--- src/rtl/pri_intc_pkg.sv ---
package pri_intc_pkg;
    localparam int AW = 4;

    localparam logic [AW-1:0] A_VEC   = 4'd0;
    localparam logic [AW-1:0] A_MSET  = 4'd1;
    localparam logic [AW-1:0] A_MCLR  = 4'd2;
    localparam logic [AW-1:0] A_MSTAT = 4'd3;
    localparam logic [AW-1:0] A_SSET  = 4'd4;
    localparam logic [AW-1:0] A_SCLR  = 4'd5;
    localparam logic [AW-1:0] A_EOS   = 4'd6;
    localparam logic [AW-1:0] A_CFG   = 4'd8;
    localparam logic [AW-1:0] A_CTRL  = 4'd9;
    localparam logic [AW-1:0] A_STAT  = 4'd10;

    // Field positions shared by the vector, status and configuration words
    localparam int F_PRIO_LSB  = 8;
    localparam int F_FLAG_BIT  = 16;
    localparam int F_VALID_BIT = 31;
endpackage

--- src/rtl/pri_intc_pend.sv ---
// One source's pending logic: edge latch or level follow-through.
module pri_intc_pend (
    input  logic clk,
    input  logic rst_n,
    input  logic src_in,
    input  logic edge_mode,
    input  logic set_cmd,
    input  logic clr_cmd,
    input  logic ack,
    output logic pend
);
    typedef struct packed {
        logic prev;
        logic lat;
    } cell_t;

    cell_t c_d, c_q;

    always_comb begin
        c_d      = c_q;
        c_d.prev = src_in;
        if (edge_mode)
            c_d.lat = (c_q.lat & ~(ack | clr_cmd)) | (src_in & ~c_q.prev) | set_cmd;
        else
            c_d.lat = 1'b0;
    end

    always_ff @(posedge clk or negedge rst_n) begin
        if (!rst_n) c_q <= '0;
        else        c_q <= c_d;
    end

    assign pend = edge_mode ? c_q.lat : src_in;
endmodule

--- src/rtl/pri_intc_arb.sv ---
// Picks the highest-priority qualifying source; lower index wins a tie.
// Index 0 is the fast source and is left out of this arbitration.
module pri_intc_arb #(
    parameter int NSRC = 32,
    parameter int PW   = 3,
    localparam int SW  = $clog2(NSRC)
) (
    input  logic [NSRC-1:0]    req,
    input  logic [NSRC*PW-1:0] prio,
    input  logic               cur_valid,
    input  logic [PW-1:0]      cur_lvl,
    output logic               win_valid,
    output logic [SW-1:0]      win_src,
    output logic [PW-1:0]      win_prio
);
    always_comb begin
        win_valid = 1'b0;
        win_src   = '0;
        win_prio  = '0;
        for (int i = NSRC - 1; i >= 1; i--) begin
            if (req[i] && (!cur_valid || prio[i*PW +: PW] > cur_lvl)
                && (!win_valid || prio[i*PW +: PW] >= win_prio)) begin
                win_valid = 1'b1;
                win_src   = SW'(i);
                win_prio  = prio[i*PW +: PW];
            end
        end
    end
endmodule

--- src/rtl/pri_intc.sv ---
module pri_intc
    import pri_intc_pkg::*;
#(
    parameter int NSRC  = 32,
    parameter int PW    = 3,
    parameter int DEPTH = 8,
    parameter int DW    = 32
) (
    input  logic            clk,
    input  logic            rst_n,
    input  logic            reg_rd,
    input  logic            reg_wr,
    input  logic [AW-1:0]   reg_addr,
    input  logic [DW-1:0]   reg_wdata,
    output logic [DW-1:0]   reg_rdata,
    input  logic [NSRC-1:0] src_in,
    output logic            irq_n,
    output logic            fiq_n
);
    localparam int SW = $clog2(NSRC);
    localparam int CW = $clog2(DEPTH + 1);

    typedef struct packed {
        logic [NSRC-1:0]     mask;
        logic [NSRC-1:0]     edge_sel;
        logic [NSRC*PW-1:0]  prio;
        logic                dbg;
        logic [SW-1:0]       srcnum;
        logic [DEPTH*PW-1:0] stack;
        logic [CW-1:0]       depth;
        logic                hold_v;
        logic [SW-1:0]       hold_src;
        logic [PW-1:0]       hold_prio;
    } st_t;

    st_t st_d, st_q;

    logic [NSRC-1:0] pend, req, set_cmd, clr_cmd, ack;
    logic            cur_valid;
    logic [PW-1:0]   cur_lvl;
    logic            win_valid;
    logic [SW-1:0]   win_src;
    logic [PW-1:0]   win_prio;
    logic [CW-1:0]   depth_now;
    logic            dbg_now;
    int              top_i;

    // Per-source pending cells
    for (genvar g = 0; g < NSRC; g++) begin : g_src
        pri_intc_pend u_cell (
            .clk       (clk),
            .rst_n     (rst_n),
            .src_in    (src_in[g]),
            .edge_mode (st_q.edge_sel[g]),
            .set_cmd   (set_cmd[g]),
            .clr_cmd   (clr_cmd[g]),
            .ack       (ack[g]),
            .pend      (pend[g])
        );
    end

    assign set_cmd = (reg_wr && reg_addr == A_SSET) ? reg_wdata[NSRC-1:0] : '0;
    assign clr_cmd = (reg_wr && reg_addr == A_SCLR) ? reg_wdata[NSRC-1:0] : '0;
    assign req     = pend & st_q.mask & ~NSRC'(1);

    assign cur_valid = (st_q.depth != '0);
    assign top_i     = cur_valid ? int'(st_q.depth) - 1 : 0;
    assign cur_lvl   = cur_valid ? st_q.stack[top_i*PW +: PW] : '0;

    pri_intc_arb #(.NSRC(NSRC), .PW(PW)) u_arb (
        .req       (req),
        .prio      (st_q.prio),
        .cur_valid (cur_valid),
        .cur_lvl   (cur_lvl),
        .win_valid (win_valid),
        .win_src   (win_src),
        .win_prio  (win_prio)
    );

    // Next-state computation
    always_comb begin
        logic          push;
        logic [PW-1:0] push_prio;
        logic [SW-1:0] push_src;
        int            idx;

        st_d      = st_q;
        ack       = '0;
        push      = 1'b0;
        push_prio = '0;
        push_src  = '0;
        idx       = int'(reg_wdata[SW-1:0]);

        if (reg_wr && reg_addr == A_MSET) st_d.mask = st_q.mask | reg_wdata[NSRC-1:0];
        if (reg_wr && reg_addr == A_MCLR) st_d.mask = st_q.mask & ~reg_wdata[NSRC-1:0];
        if (reg_wr && reg_addr == A_CFG) begin
            st_d.prio[idx*PW +: PW] = reg_wdata[F_PRIO_LSB +: PW];
            st_d.edge_sel[idx]      = reg_wdata[F_FLAG_BIT];
        end
        if (reg_wr && reg_addr == A_CTRL) st_d.dbg = reg_wdata[0];

        // End of service pops one level
        if (reg_wr && reg_addr == A_EOS && cur_valid)
            st_d.depth = st_q.depth - 1'b1;

        // Vector read: acknowledge now, or capture only in debug mode
        if (reg_rd && reg_addr == A_VEC) begin
            if (st_q.dbg) begin
                st_d.hold_v    = win_valid;
                st_d.hold_src  = win_src;
                st_d.hold_prio = win_prio;
            end else if (win_valid) begin
                push      = 1'b1;
                push_prio = win_prio;
                push_src  = win_src;
            end
        end

        // Debug commit of the captured acknowledge
        if (reg_wr && reg_addr == A_VEC && st_q.dbg && st_q.hold_v) begin
            push        = 1'b1;
            push_prio   = st_q.hold_prio;
            push_src    = st_q.hold_src;
            st_d.hold_v = 1'b0;
        end

        if (push && st_d.depth < CW'(DEPTH)) begin
            st_d.stack[int'(st_d.depth)*PW +: PW] = push_prio;
            st_d.depth                            = st_d.depth + 1'b1;
            st_d.srcnum                           = push_src;
            ack[push_src]                         = 1'b1;
        end
    end

    always_ff @(posedge clk or negedge rst_n) begin
        if (!rst_n) st_q <= '0;
        else        st_q <= st_d;
    end

    // Read data
    always_comb begin
        reg_rdata = '0;
        if (reg_rd) begin
            case (reg_addr)
                A_VEC: if (win_valid) begin
                    reg_rdata[SW-1:0]             = win_src;
                    reg_rdata[F_PRIO_LSB +: PW]   = win_prio;
                    reg_rdata[F_VALID_BIT]        = 1'b1;
                end
                A_MSTAT: reg_rdata[NSRC-1:0] = st_q.mask;
                A_STAT: begin
                    reg_rdata[SW-1:0]           = st_q.srcnum;
                    reg_rdata[F_PRIO_LSB +: PW] = cur_lvl;
                    reg_rdata[F_FLAG_BIT]       = cur_valid;
                end
                default: reg_rdata = '0;
            endcase
        end
    end

    assign irq_n     = ~win_valid;
    assign fiq_n     = ~(st_q.mask[0] & pend[0]);
    assign depth_now = st_q.depth;
    assign dbg_now   = st_q.dbg;
endmodule

--- config.mk ---
export PLATFORM = sky130hd
export DESIGN_NAME = pri_intc
export DESIGN_NICKNAME = d
export VERILOG_FILES = /design/src/rtl/pri_intc_pkg.sv /design/src/rtl/pri_intc_pend.sv /design/src/rtl/pri_intc_arb.sv /design/src/rtl/pri_intc.sv
export SDC_FILE = /design/constraint.sdc
export NUM_CORES = 1
export LEC_CHECK = 0
export BUFFER_PORTS_ARGS = -buffer_cell sky130_fd_sc_hd__clkbuf_2
export CAP_MARGIN = 10
export CORE_ASPECT_RATIO = 0.75
export CORE_MARGIN = 2
export CORE_UTILIZATION = 55
export CTS_CLUSTER_DIAMETER = 100
export DETAILED_ROUTE_END_ITERATION = 8
export PLACE_DENSITY = 0.73
export SYNTH_ARGS = -nofsm -noshare
export SYNTH_HDL_FRONTEND = slang
export SYNTH_SLANG_ARGS = --single-unit
--- constraint.sdc ---
create_clock -name clk -period 117.1 [get_ports clk]
set_input_delay 29.275 -clock clk [delete_from_list [all_inputs] [get_ports clk]]
set_output_delay 29.275 -clock clk [all_outputs]
set_load 0.05 [all_outputs]
After elaboration in Yosys (flattened, before gate mapping):

Index checks and enable logic that the tools add are counted.

* $add $sub $neg: 5
* multipliers: 3
* $lt $le $gt $ge: 66
* eq/ne operators: 9
* shifts and indexed selects: 5
* muxes and demuxes: 196
* bitwise gates (word level): 231
* reductions and logical operators: 175

Operators with widths (count)
* 32-bit two-way mux: 7
* 5-bit two-way mux: 36
* 3-bit two-way mux: 37
* 1-bit two-way mux: 102
* 96-bit bitwise mux: 1
* 1-bit OR: 96
* 3-bit by 33-bit variable shift with 96-bit output, first input constant: 1
* 3-bit by 33-bit indexed part select with 96-bit output: 1
* 3-bit greater-than comparator: 31
* 3-bit greater-or-equal comparator: 30
* 1-bit logical AND: 76
* 1-bit inverter: 66
* 1-bit AND: 65
* 32-bit AND: 2
* 1-bit logical OR: 61
* 6-bit negator with 33-bit output: 1
* 7-bit negator with 33-bit output: 1
* 3-bit by 33-bit variable shift with 24-bit output, first input constant: 1
* 3-bit by 33-bit indexed part select with 24-bit output: 1
* 32-bit bitwise mux: 1
* 32-bit by 3-bit multiplier with 32-bit output, second input constant: 1
* 32-bit inverter: 1
* 32-bit OR: 1
* 24-bit by 32-bit indexed part select with 3-bit output: 1
* 25 further kinds: 69

* register bits: 267
* bits of input ports: 72
* output and inout bits: 34
* word-level logic and storage cells: 764

Logic depth before layout (Yosys ltp):

Gate-level depths: netlist of run 1.

* depth after elaboration: 144
* mapped depth: 258
* mapped depth without buffers: 247

By module:

Synthesis of run 1 repeated with hierarchy kept, for this count alone.

* cell total of the unflattened synthesis: 2172
* area, all modules: 20556.0 um^2

Modules (own cells, without submodules)
* pri_intc: times used 1, cells each 1011, area an instance 10734.0 um^2, seq. area each 5079.9 um^2
* pri_intc_arb: times used 1, cells each 969, area an instance 7139.3 um^2, seq. area each 0.0 um^2
* pri_intc_pend: times used 32, cells each 6, area an instance 83.8 um^2, seq. area each 50.0 um^2

Worst setup path before layout of run 1:

OpenSTA, ideal clock, no wires.

* kind: input-to-output
* start: in src_in[31]
* end: out reg_rdata[4]
* arrival time: 69.968 ns
* data required time: 87.825 ns
* path slack: 17.857 ns
* cell stages on the path: 208
* path buffers: 6
* cell sequence: mux2_2 > nand2_1 > a211oi_4 > and2_1 > ha_1 > nand2b_1 > a21o_1 > a21oi_1 > a21oi_2 > a22o_1 > ha_1 > nand2b_1 > a21o_1 > a221o_1 > a222oi_1 > nor2_1 > ha_1 > nand2b_1 > [... 172 more ...] > a21oi_1 > o21a_1 > o31ai_1 > a31oi_1 > ha_1 > nand2b_1 > a41oi_1 > nand2_1 > mux2_2 > ha_1 > nand2b_1 > a21o_1 > a221oi_1 > nor2_1 > clkbuf_1 > nor4_1 > nand4_1 > a21oi_1

* cells in the longest elaborated chain, start to end: 127
* elaborated cells on any way between the ends: 218
* classes of those cells: order compare: 30; mux: 96; bitwise: 1; reduce/logical: 91

Ends and longest elaborated chain
* start, declared: RTL line pri_intc.sv:16 `input logic [NSRC-1:0] src_in,`
* 1-bit two-way mux (*): RTL line pri_intc_pend.sv:33 `assign pend = edge_mode ? c_q.lat : src_in;`
* 32-bit AND (*): RTL line pri_intc.sv:64 `assign req = pend & st_q.mask & ~NSRC'(1);`
* 1-bit logical AND (*): RTL line pri_intc_arb.sv:21 `if (req[i] && (!cur_valid || prio[i*PW +: PW] > cur_lvl)`
* 3-bit two-way mux or 1-bit two-way mux (tied branches): RTL line pri_intc_arb.sv:21
* 3-bit greater-or-equal comparator or 1-bit logical NOT (tied branches): RTL line pri_intc_arb.sv:22 `&& (!win_valid || prio[i*PW +: PW] >= win_prio)) begin`
* 1-bit logical OR: RTL line pri_intc_arb.sv:22
* 1-bit logical AND: RTL line pri_intc_arb.sv:22
* 3-bit two-way mux or 1-bit two-way mux (tied branches): RTL line pri_intc_arb.sv:21
* [... 111 more ...]
* 3-bit two-way mux or 1-bit two-way mux (tied branches): RTL line pri_intc_arb.sv:21
* 3-bit greater-or-equal comparator or 1-bit logical NOT (tied branches): RTL line pri_intc_arb.sv:22
* 1-bit logical OR: RTL line pri_intc_arb.sv:22
* 1-bit logical AND: RTL line pri_intc_arb.sv:22
* 5-bit two-way mux or 1-bit two-way mux (tied branches): RTL line pri_intc_arb.sv:21
* 5-bit two-way mux (*): RTL line pri_intc.sv:145 `A_VEC: if (win_valid) begin`
* 5-bit one-hot mux with 3 select lines (*): RTL line pri_intc.sv:144 `case (reg_addr)`
* 32-bit two-way mux (*): RTL line pri_intc.sv:143 `if (reg_rd) begin`
* end, declared: RTL line pri_intc.sv:15 `output logic [DW-1:0] reg_rdata,`

Mark *: on every way between the ends. The rest lies on a longest branch, timed or not.

Worst setup path after layout of run 1:

Same ends and word-level chain as after synthesis.

==> impl_metrics.py, run 1 <==
metrics = {
    "cts": {
        "cts_buffers": 28,
        "post_cts_buffers": 0,
        "cts-htree-levels": 1,
        "cts_root_buf": "clkbuf_16",
        "cts_tree": "built",
        "path_clk_slew_ns": 0.06,
        "clock_sinks": 264,
        "clk-insertion-delay-late_ns": 0.59,
        "clock_path_buffers": 3,
        "postCtsHoldBufs": 0,
        "ctsResizeCount": 0,
    },
    "worst_setup_path": {
        "critPathLaunchType": "primary input",
        "slowest_delay_ns": 0.71,
        "worstPathRequired_ns": 87.82,
        "cp.arrival_ns": 76.65,
        "crit_type": "in -> out",
        "crit_top_cell": "ha_1",
        "crit_slowest_cell": "a2111oi_0",
        "cp-end-kind": "primary output",
        "cp_max_fo": 15,
    },
    "timing": {
        "skew_ns": 0.0223,
        "grt_setup_unrepaired": "no",
        "hold_viol": 0,
        "clock.fmax_mhz": 9.44,
        "setup_tns_ns": 0,
        "period_share_pct": 90.5,
        "relSlewSlack_pct": 21.5,
        "finalSetupViolCount": 0,
        "tightest_slew_ns": 1.17,
        "layout_min_cycle_time_ns": 105.93,
        "drv_slew": 0,
    },
    "grt": {
        "grt-ovfl-total": 0,
        "grt_pass1_wl_microns": 103000,
        "antenna_found_initial": 4,
        "grt_start_max_net_pins": 172,
        "grt.total_usage_pct": 35.1,
        "first_global_vias": 17700,
    },
    "finish": {
        "nets": 2555,
        "final_cell_area_sq_um": 21900,
        "drive_gt1_share_pct": 17.0,
        "syn2layout_area_growth_pct": 9.29,
    },
    "route": {
        "wl_met1_microns": 29100,
        "num_vias": 18600,
        "wl_met3_microns": 6940,
        "drt_first_pass_iters": 6,
        "post-route-drc-count": 0,
        "route.met2.wl_microns": 28600,
        "topRoutingLayerUsed": "met5",
        "ant_nets": 0,
        "wl_per_cell_microns": 24.0,
        "drt-initial-drc-count": 2060,
        "avgViaCountPerCell": 6.68,
        "wl_microns": 66900,
    },
    "placed_design": {
        "dp_hpwl_microns": 49500,
        "gp_congestion": 1.01,
        "io_buffers": 105,
        "place_area_sq_um": 21000,
    },
    "synth": {
        "synth_seq_cells": 264,
        "ys_seq_area_share_pct": 33.0,
        "async_reset_ff_share_pct": 100,
        "synth.distinct_cells": 111,
        "synth_area_sq_um": 20000,
        "synth_area_leaders": "dfrtp_1 (33%), ha_1 (11%), mux2_2 (8.6%)",
        "avgSynthCellArea_sq_um": 8.96,
        "synth_top_area_cell": "dfrtp_1",
        "synthCells": 2233,
        "synth_edf_count": 0,
        "post-synth-top-area-fraction_pct": 33.0,
        "synthFlopType": "dfrtp_1",
        "synth_nets": 2480,
        "ys_warn_count": 0,
    },
    "die": {
        "die-area_sq_um": 37900,
        "chipWidth_microns": 224,
        "start_util_pct": 55.8,
        "die_h_microns": 169,
        "rows": 60,
        "num_io_pins": 106,
        "fp.coreArea_sq_um": 35900,
    },
    "run": {
        "max_cap_viol_count": 0,
    },
    "run_status": {
        "status": "finished, final reports clean",
    },
    "worst_hold_path": {
        "hold_class": "reg -> reg",
    },
}
[stage by stage]
stage	cells	worst slack [ns]	hold WS, ns	util, %
final	2792	11.17	0.479	60.9
after global routing	2791	7.37	0.507	60.9
after CTS	2790	12.18	0.476	60.9
after detailed placement	2743	12.35	0.462	58.4
after global placement	2743	14.03	0.454	58.4
after floorplan	2233	17.86	0.440	-
[critical path, delay by kind of cell]
kind | cells | cell delay (ns)
AOI/OAI and AO/OA | 93 | 23.14
buffers and inverters | 4 | 0.54
and+or+nand+nor | 65 | 11.31
adders and majority gates | 32 | 8.62
muxes | 11 | 3.72
[kinds of logic (layout without fill, tap and decap cells)]
family | Yosys count | count (layout) | synth area share, %
other | 1 | 3 | 0.0187
muxes | 171 | 171 | 10.1
xor gates and xnor gates | 12 | 12 | 0.525
buffers and inverters | 204 | 296 | 4.12
and+or+nand+nor | 729 | 729 | 18.3
AOI/OAI and AO/OA | 673 | 673 | 22.7
adders and majority gates | 179 | 179 | 11.2
DFF | 264 | 264 | 33.0
[metal layers]
metal | up-vias | GRT usage [%]
met3 | 156 | 7.18
met4 | 2 | 11.2
met2 | 969 | 52.7
met1 | 9155 | 50.8
li1 | 8355 | -
met5 | - | 0
[cell type report]
cell class / instances / area, sq um
fillers: 3099 / 14000
multi-input cells: 1765 / 12600
diodes: 2 / 5.00
repair buffers: 119 / 653
well taps: 465 / 582
inverters: 130 / 488
clock inverters: 7 / 82.6
clock buffers: 40 / 826
flip-flops and latches: 264 / 6610
[layout by cell type (no fill, tap or decap), types with 41 or more instances in the layout]
cell type  instances
dfrtp_1          264
nor2b_1           58
nand2_1          273
ha_1             174
nand3_1           59
clkbuf_2         104
nand2b_1          45
a21oi_1          197
mux2_2           152
and3_1            41
o21ai_0          134
inv_1            128
nor2_1            93
[cell usage after synthesis (29+ instances only)]
cell type and n:
nand2_1 273, dfrtp_1 264, a21oi_1 198, ha_1 174, mux2_2 152, o21ai_0 134, inv_1 128, nor2_1 95
nand3_1 59, nor2b_1 58, clkbuf_1 57, nand2b_1 45, and3_1 41, a31oi_1 36, nor3_1 35, o211ai_1 34
and2_1 32, a21o_1 30, o21a_1 29
[path summary, 6_finish.rpt]
| path | from | endpoint | slack [ns] | depth (start not counted) |
|---|---|---|---|---|
| setup / recovery | src_in[31] | reg_rdata[4] | 11.17 | 205 |
| hold / removal | st_q[4]$_DFFE_PN0P_ | st_q[4]$_DFFE_PN0P_ | 0.48 | 2 |
| setup reg to reg | depth_now[0]$_DFF_PN0_ | g_src[0].u_cell.c_q[0]$_DFF_PN0_ | 63.66 | 218 |
| hold reg to reg | st_q[4]$_DFFE_PN0P_ | st_q[4]$_DFFE_PN0P_ | 0.48 | 2 |
| max in group asynchronous | rst_n | st_q[67]$_DFFE_PN0P_ | 86.92 | 2 |
| min in group asynchronous | rst_n | g_src[22].u_cell.c_q[0]$_DFF_PN0_ | 28.70 | 1 |
Power of run 1 is left out: the tool's default activity adds up to more than one toggle a clock period on the data nets, which glitch-free logic cannot reach.
==> run 2, diff against run 1 <==
- CELL_PAD_IN_SITES_DETAIL_PLACEMENT: unset -> 1
- CELL_PAD_IN_SITES_GLOBAL_PLACEMENT: unset -> 2
- CORE_UTILIZATION: 55 -> 43
- PLACE_DENSITY: 0.73 -> unset
- PLACE_DENSITY_LB_ADDON: unset -> 0.1
==> run 2 against run 1 <==
  * Hold slack gained 0.0036 ns
  * Final cell count grew 5.2%
  * Worst setup slack lost 1.3 ns
  * Critical path type unchanged
  * First-iteration DRC count shrank 29%
==> impl_metrics.py, run 2 (synthesis gave the netlist of run 1 again) <==
metrics = {
    "route": {
        "wl_per_cell_microns": 25.8,
        "wl_microns": 75800,
        "drt_first_pass_iters": 5,
        "drt-initial-drc-count": 1456,
        "post-route-drc-count": 0,
        "ant_nets": 0,
        "num_vias": 18300,
        "avgViaCountPerCell": 6.22,
    },
    "worst_setup_path": {
        "reg2reg_from": "depth_now[0]$_DFF_PN0_",
        "crit_slowest_cell": "a2111oi_0",
        "cp-end-kind": "primary output",
        "cp.arrival_ns": 77.93,
        "crit_type": "in -> out",
        "critPathLaunchType": "primary input",
        "rr_worst_depth": 216,
        "rrSetupSlack_ns": 62.73,
        "crit_top_cell": "ha_1",
        "cp_max_fo": 15,
        "worstPathRequired_ns": 87.82,
        "slowest_delay_ns": 0.74,
        "timing.rr.end": "g_src[8].u_cell.c_q[0]$_DFF_PN0_",
    },
    "placed_design": {
        "gp_congestion": 0.982,
        "io_buffers": 105,
        "dp_hpwl_microns": 57500,
    },
    "cts": {
        "cts_tree": "built",
        "clock_path_buffers": 3,
        "clock_sinks": 264,
        "cts-htree-levels": 1,
        "clk-insertion-delay-late_ns": 0.60,
        "post_cts_buffers": 0,
        "path_clk_slew_ns": 0.06,
        "postCtsHoldBufs": 0,
        "cts_root_buf": "clkbuf_16",
        "cts_buffers": 31,
        "ctsResizeCount": 0,
    },
    "die": {
        "start_util_pct": 43.6,
        "num_io_pins": 106,
        "chipWidth_microns": 253,
        "die_h_microns": 191,
        "fp.coreArea_sq_um": 45900,
        "die-area_sq_um": 48300,
        "rows": 68,
    },
    "grt": {
        "grt.total_usage_pct": 31.7,
        "grt_most_used_layer": "met2",
        "grt_util_met1_pct": 45.9,
        "antenna_found_initial": 5,
        "grt_pass1_wl_microns": 117000,
        "grt_start_max_net_pins": 108,
        "use_met3_pct": 3.96,
        "use_met2_pct": 49.6,
        "first_global_vias": 19000,
        "grt-ovfl-total": 0,
    },
    "timing": {
        "setup_tns_ns": 0,
        "period_share_pct": 91.6,
        "hold_viol": 0,
        "clock.fmax_mhz": 9.33,
        "grt_setup_unrepaired": "no",
        "skew_ns": 0.0142,
        "drv_slew": 0,
        "relSlewSlack_pct": 24.4,
        "finalSetupViolCount": 0,
        "layout_min_cycle_time_ns": 107.21,
        "tightest_slew_ns": 1.13,
    },
    "worst_hold_path": {
        "holdCritStartpoint": "st_q[2]$_DFFE_PN0P_",
        "min_to": "st_q[2]$_DFFE_PN0P_",
        "hold_path_depth": 2,
        "hold_class": "reg -> reg",
    },
    "run_status": {
        "status": "finished, final reports clean",
    },
    "run": {
        "max_cap_viol_count": 0,
    },
    "finish": {
        "layout.cells.most_common": "nand2_1",
        "fillers": 5318,
        "drive_gt1_share_pct": 17.5,
        "syn2layout_area_growth_pct": 10.9,
        "nets": 2562,
        "mostFrequentLayoutCells": "nand2_1 (273), dfrtp_1 (264), a21oi_1 (197), ha_1 (174), mux2_2 (152)",
    },
}
## run 2: changes by cell type in the layout (fill, tap and decap cells not counted)
| cell | change |
|---|---|
| clkbuf_16 | +3 |
| clkinv_8 | -1 |
| clkbuf_1 | -1 |
| clkinv_2 | +5 |
| diode_2 | +2 |
| bufinv_16 | +1 |
| clkbuf_8 | +2 |
| buf_12 | -1 |
| clkinvlp_4 | -1 |
| buf_4 | +5 |
## run 2: per-stage QoR
| stage | util, % | std cells | setup slack [ns] | instance area [sq um] | hold slack, ns |
|---|---|---|---|---|---|
| floorplan | - | 2233 | 17.86 | 20000 | 0.440 |
| global placement | 46.0 | 2877 | 13.23 | 21100 | 0.454 |
| detailed placement | 46.0 | 2877 | 10.92 | 21100 | 0.462 |
| CTS | 48.3 | 2932 | 10.56 | 22200 | 0.475 |
| global route | 48.3 | 2934 | 5.77 | 22200 | 0.515 |
| finish | 48.3 | 2936 | 9.89 | 22200 | 0.483 |
## run 2: worst max path at each step
stage / cells past startpoint / to / startpoint / slack, ns
2_1_floorplan: 208 / reg_rdata[4] / src_in[31] / 17.86
3_3_place_gp: 204 / reg_rdata[4] / src_in[31] / 13.23
3_5_place_dp: 202 / reg_rdata[4] / src_in[31] / 10.92
4_1_cts: 202 / reg_rdata[4] / src_in[31] / 10.56
5_1_grt: 205 / reg_rdata[4] / src_in[31] / 5.77
6_report: 202 / reg_rdata[4] / src_in[31] / 9.89
## run 2: cell type report
class / instances / area, sq um / share of cell area [%]
well taps: 595 / 744 / 3.36
repair buffers: 123 / 671 / 3.02
flip-flops and latches: 264 / 6610 / 29.8
clock buffers: 44 / 925 / 4.17
inverters: 130 / 488 / 2.20
diodes: 4 / 10.0 / 0.0451
clock inverters: 11 / 114 / 0.513
multi-input cells: 1765 / 12600 / 56.9
## run 2: worst max-delay path: cells and delay by family
| family | cells | cell delay, ns |
|---|---|---|
| buffers and inverters | 4 | 0.55 |
| and+or+nand+nor | 61 | 10.98 |
| muxes | 11 | 3.71 |
| AOI/OAI and AO/OA | 94 | 24.48 |
| adders and majority gates | 32 | 8.89 |
## run 2: metal layers
layer / wire [microns] / part of all wire [%]
met3: 3590 / 4.7
met2: 33700 / 45
met1: 36200 / 48
met4: 2260 / 3.0
met5: 0 / 0
Power of run 2 is left out for the same reason.
==> run 3, diff against run 2 <==
--- a/constraint.sdc
+++ b/constraint.sdc
@@ -3,2 +3,2 @@
 set_output_delay 29.275 -clock clk [all_outputs]
-set_load 0.05 [all_outputs]
+set_load 0.02 [all_outputs]
==> run 3 against run 2 <==
  * Clock-buffer cell count down 6
  * Via count is 0.25% higher
  * Non-clock buffer count stayed put
  * Flip-flop and latch count did not move
  * Global-route usage is 0.12 points lower
==> impl_metrics.py, run 3 (synthesis gave the netlist of run 1 again) <==
metrics = {
    "run_status": {
        "status": "finished, final reports clean",
    },
    "timing": {
        "tightest_slew_ns": 1.13,
        "hold_viol": 0,
        "setup_tns_ns": 0,
        "skew_ns": 0.0185,
        "finalSetupViolCount": 0,
        "grt_setup_unrepaired": "no",
        "clock.fmax_mhz": 9.34,
        "period_share_pct": 91.5,
        "drv_slew": 0,
        "fin_ws_ns": 10.00,
        "layout_min_cycle_time_ns": 107.10,
        "relSlewSlack_pct": 24.5,
    },
    "grt": {
        "grt.total_usage_pct": 31.6,
        "first_global_vias": 19000,
        "grt-ovfl-total": 0,
        "grt_pass1_wl_microns": 116000,
        "antenna_found_initial": 4,
        "grt_start_max_net_pins": 108,
    },
    "cts": {
        "cts_tree": "built",
        "clock_path_buffers": 3,
        "cts_buffers": 31,
        "path_clk_slew_ns": 0.06,
        "clk-insertion-delay-late_ns": 0.60,
        "clock_sinks": 264,
        "cts_root_buf": "clkbuf_16",
        "cts-htree-levels": 1,
        "post_cts_buffers": 0,
        "ctsResizeCount": 0,
        "postCtsHoldBufs": 0,
    },
    "die": {
        "num_io_pins": 106,
        "start_util_pct": 43.6,
        "fp.coreArea_sq_um": 45900,
        "chipWidth_microns": 253,
        "rows": 68,
        "die-area_sq_um": 48300,
        "die_h_microns": 191,
    },
    "placed_design": {
        "dp_slack_ns": 11.13,
        "io_buffers": 105,
        "dp_hpwl_microns": 57700,
        "gp_congestion": 0.982,
    },
    "finish": {
        "layout.cells.most_common": "nand2_1",
        "drive_gt1_share_pct": 17.5,
        "syn2layout_area_growth_pct": 11.0,
        "nets": 2562,
        "mostFrequentLayoutCells": "nand2_1 (273), dfrtp_1 (264), a21oi_1 (197), ha_1 (174), mux2_2 (152)",
    },
    "route": {
        "wl_microns": 76000,
        "post-route-drc-count": 0,
        "avgViaCountPerCell": 6.24,
        "ant_nets": 0,
        "num_vias": 18300,
        "wl_per_cell_microns": 25.9,
        "drt-initial-drc-count": 1413,
        "drt_first_pass_iters": 5,
    },
    "worst_setup_path": {
        "crit_top_cell": "ha_1",
        "slowest_delay_ns": 0.73,
        "rr_worst_depth": 215,
        "worstPathRequired_ns": 87.82,
        "critPathLaunchType": "primary input",
        "crit_type": "in -> out",
        "crit_slowest_cell": "a2111oi_0",
        "cp-end-kind": "primary output",
        "cp.arrival_ns": 77.82,
        "cp_max_fo": 15,
    },
    "worst_hold_path": {
        "hold_path_depth": 2,
        "hold_class": "reg -> reg",
    },
    "run": {
        "max_cap_viol_count": 0,
    },
}
run 3: cell count changes in the layout (fill, tap and decap cells not counted), sizes merged:
cell / change
inv: +4
clkbuf: -6
bufinv: +1
diode: -2
clkinv: +1
run 3: metal layers:
layer / wire length, microns / up-vias / track usage, %
li1: - / 8381 / -
met2: 34100 / 443 / 50.1
met3: 3630 / 110 / 3.93
met4: 2090 / 0 / 8.58
met1: 36200 / 9366 / 45.3
met5: 0 / - / 0
run 3: worst paths after layout:
| kind | end | slack [ns] | from |
|---|---|---|---|
| worst max-delay path | reg_rdata[4] | 10.00 | src_in[31] |
| worst min-delay path | st_q[5]$_DFFE_PN0P_ | 0.47 | st_q[5]$_DFFE_PN0P_ |
| worst max register to register | g_src[12].u_cell.c_q[0]$_DFF_PN0_ | 62.68 | depth_now[0]$_DFF_PN0_ |
| worst min register to register | st_q[5]$_DFFE_PN0P_ | 0.47 | st_q[5]$_DFFE_PN0P_ |
| max in group asynchronous | st_q[79]$_DFFE_PN0P_ | 86.66 | rst_n |
| min in group asynchronous | g_src[23].u_cell.c_q[1]$_DFF_PN0_ | 28.75 | rst_n |
run 3: stage by stage:
step / instances / hold slack (ns) / utilization [%] / cell area (sq um)
after detailed placement: 2877 / 0.462 / 46.0 / 21100
after floorplan: 2233 / 0.440 / - / 20000
final: 2934 / 0.475 / 48.3 / 22200
after global routing: 2933 / 0.517 / 48.3 / 22200
after CTS: 2932 / 0.476 / 48.3 / 22200
after global placement: 2877 / 0.454 / 46.0 / 21100
run 3: cell type report:
type                       instances  area (sq um)
clock buffer                      38           862
antenna                            2          5.00
tap                              595           744
inverter                         130           488
multi-input combinational       1765         12600
fill                            5289         23700
timing repair buffer             123           671
clock inverter                    17           209
sequential                       264          6610
run 3: worst max-delay path, delay by kind of cell:
kind                       cells  cell delay (ns)
muxes                         11             3.71
buffers and inverters          4             0.45
AOI/OAI and AO/OA             94            24.62
adders and majority gates     32             8.81
and+or+nand+nor               60            10.91
Power of run 3 is left out for the same reason.
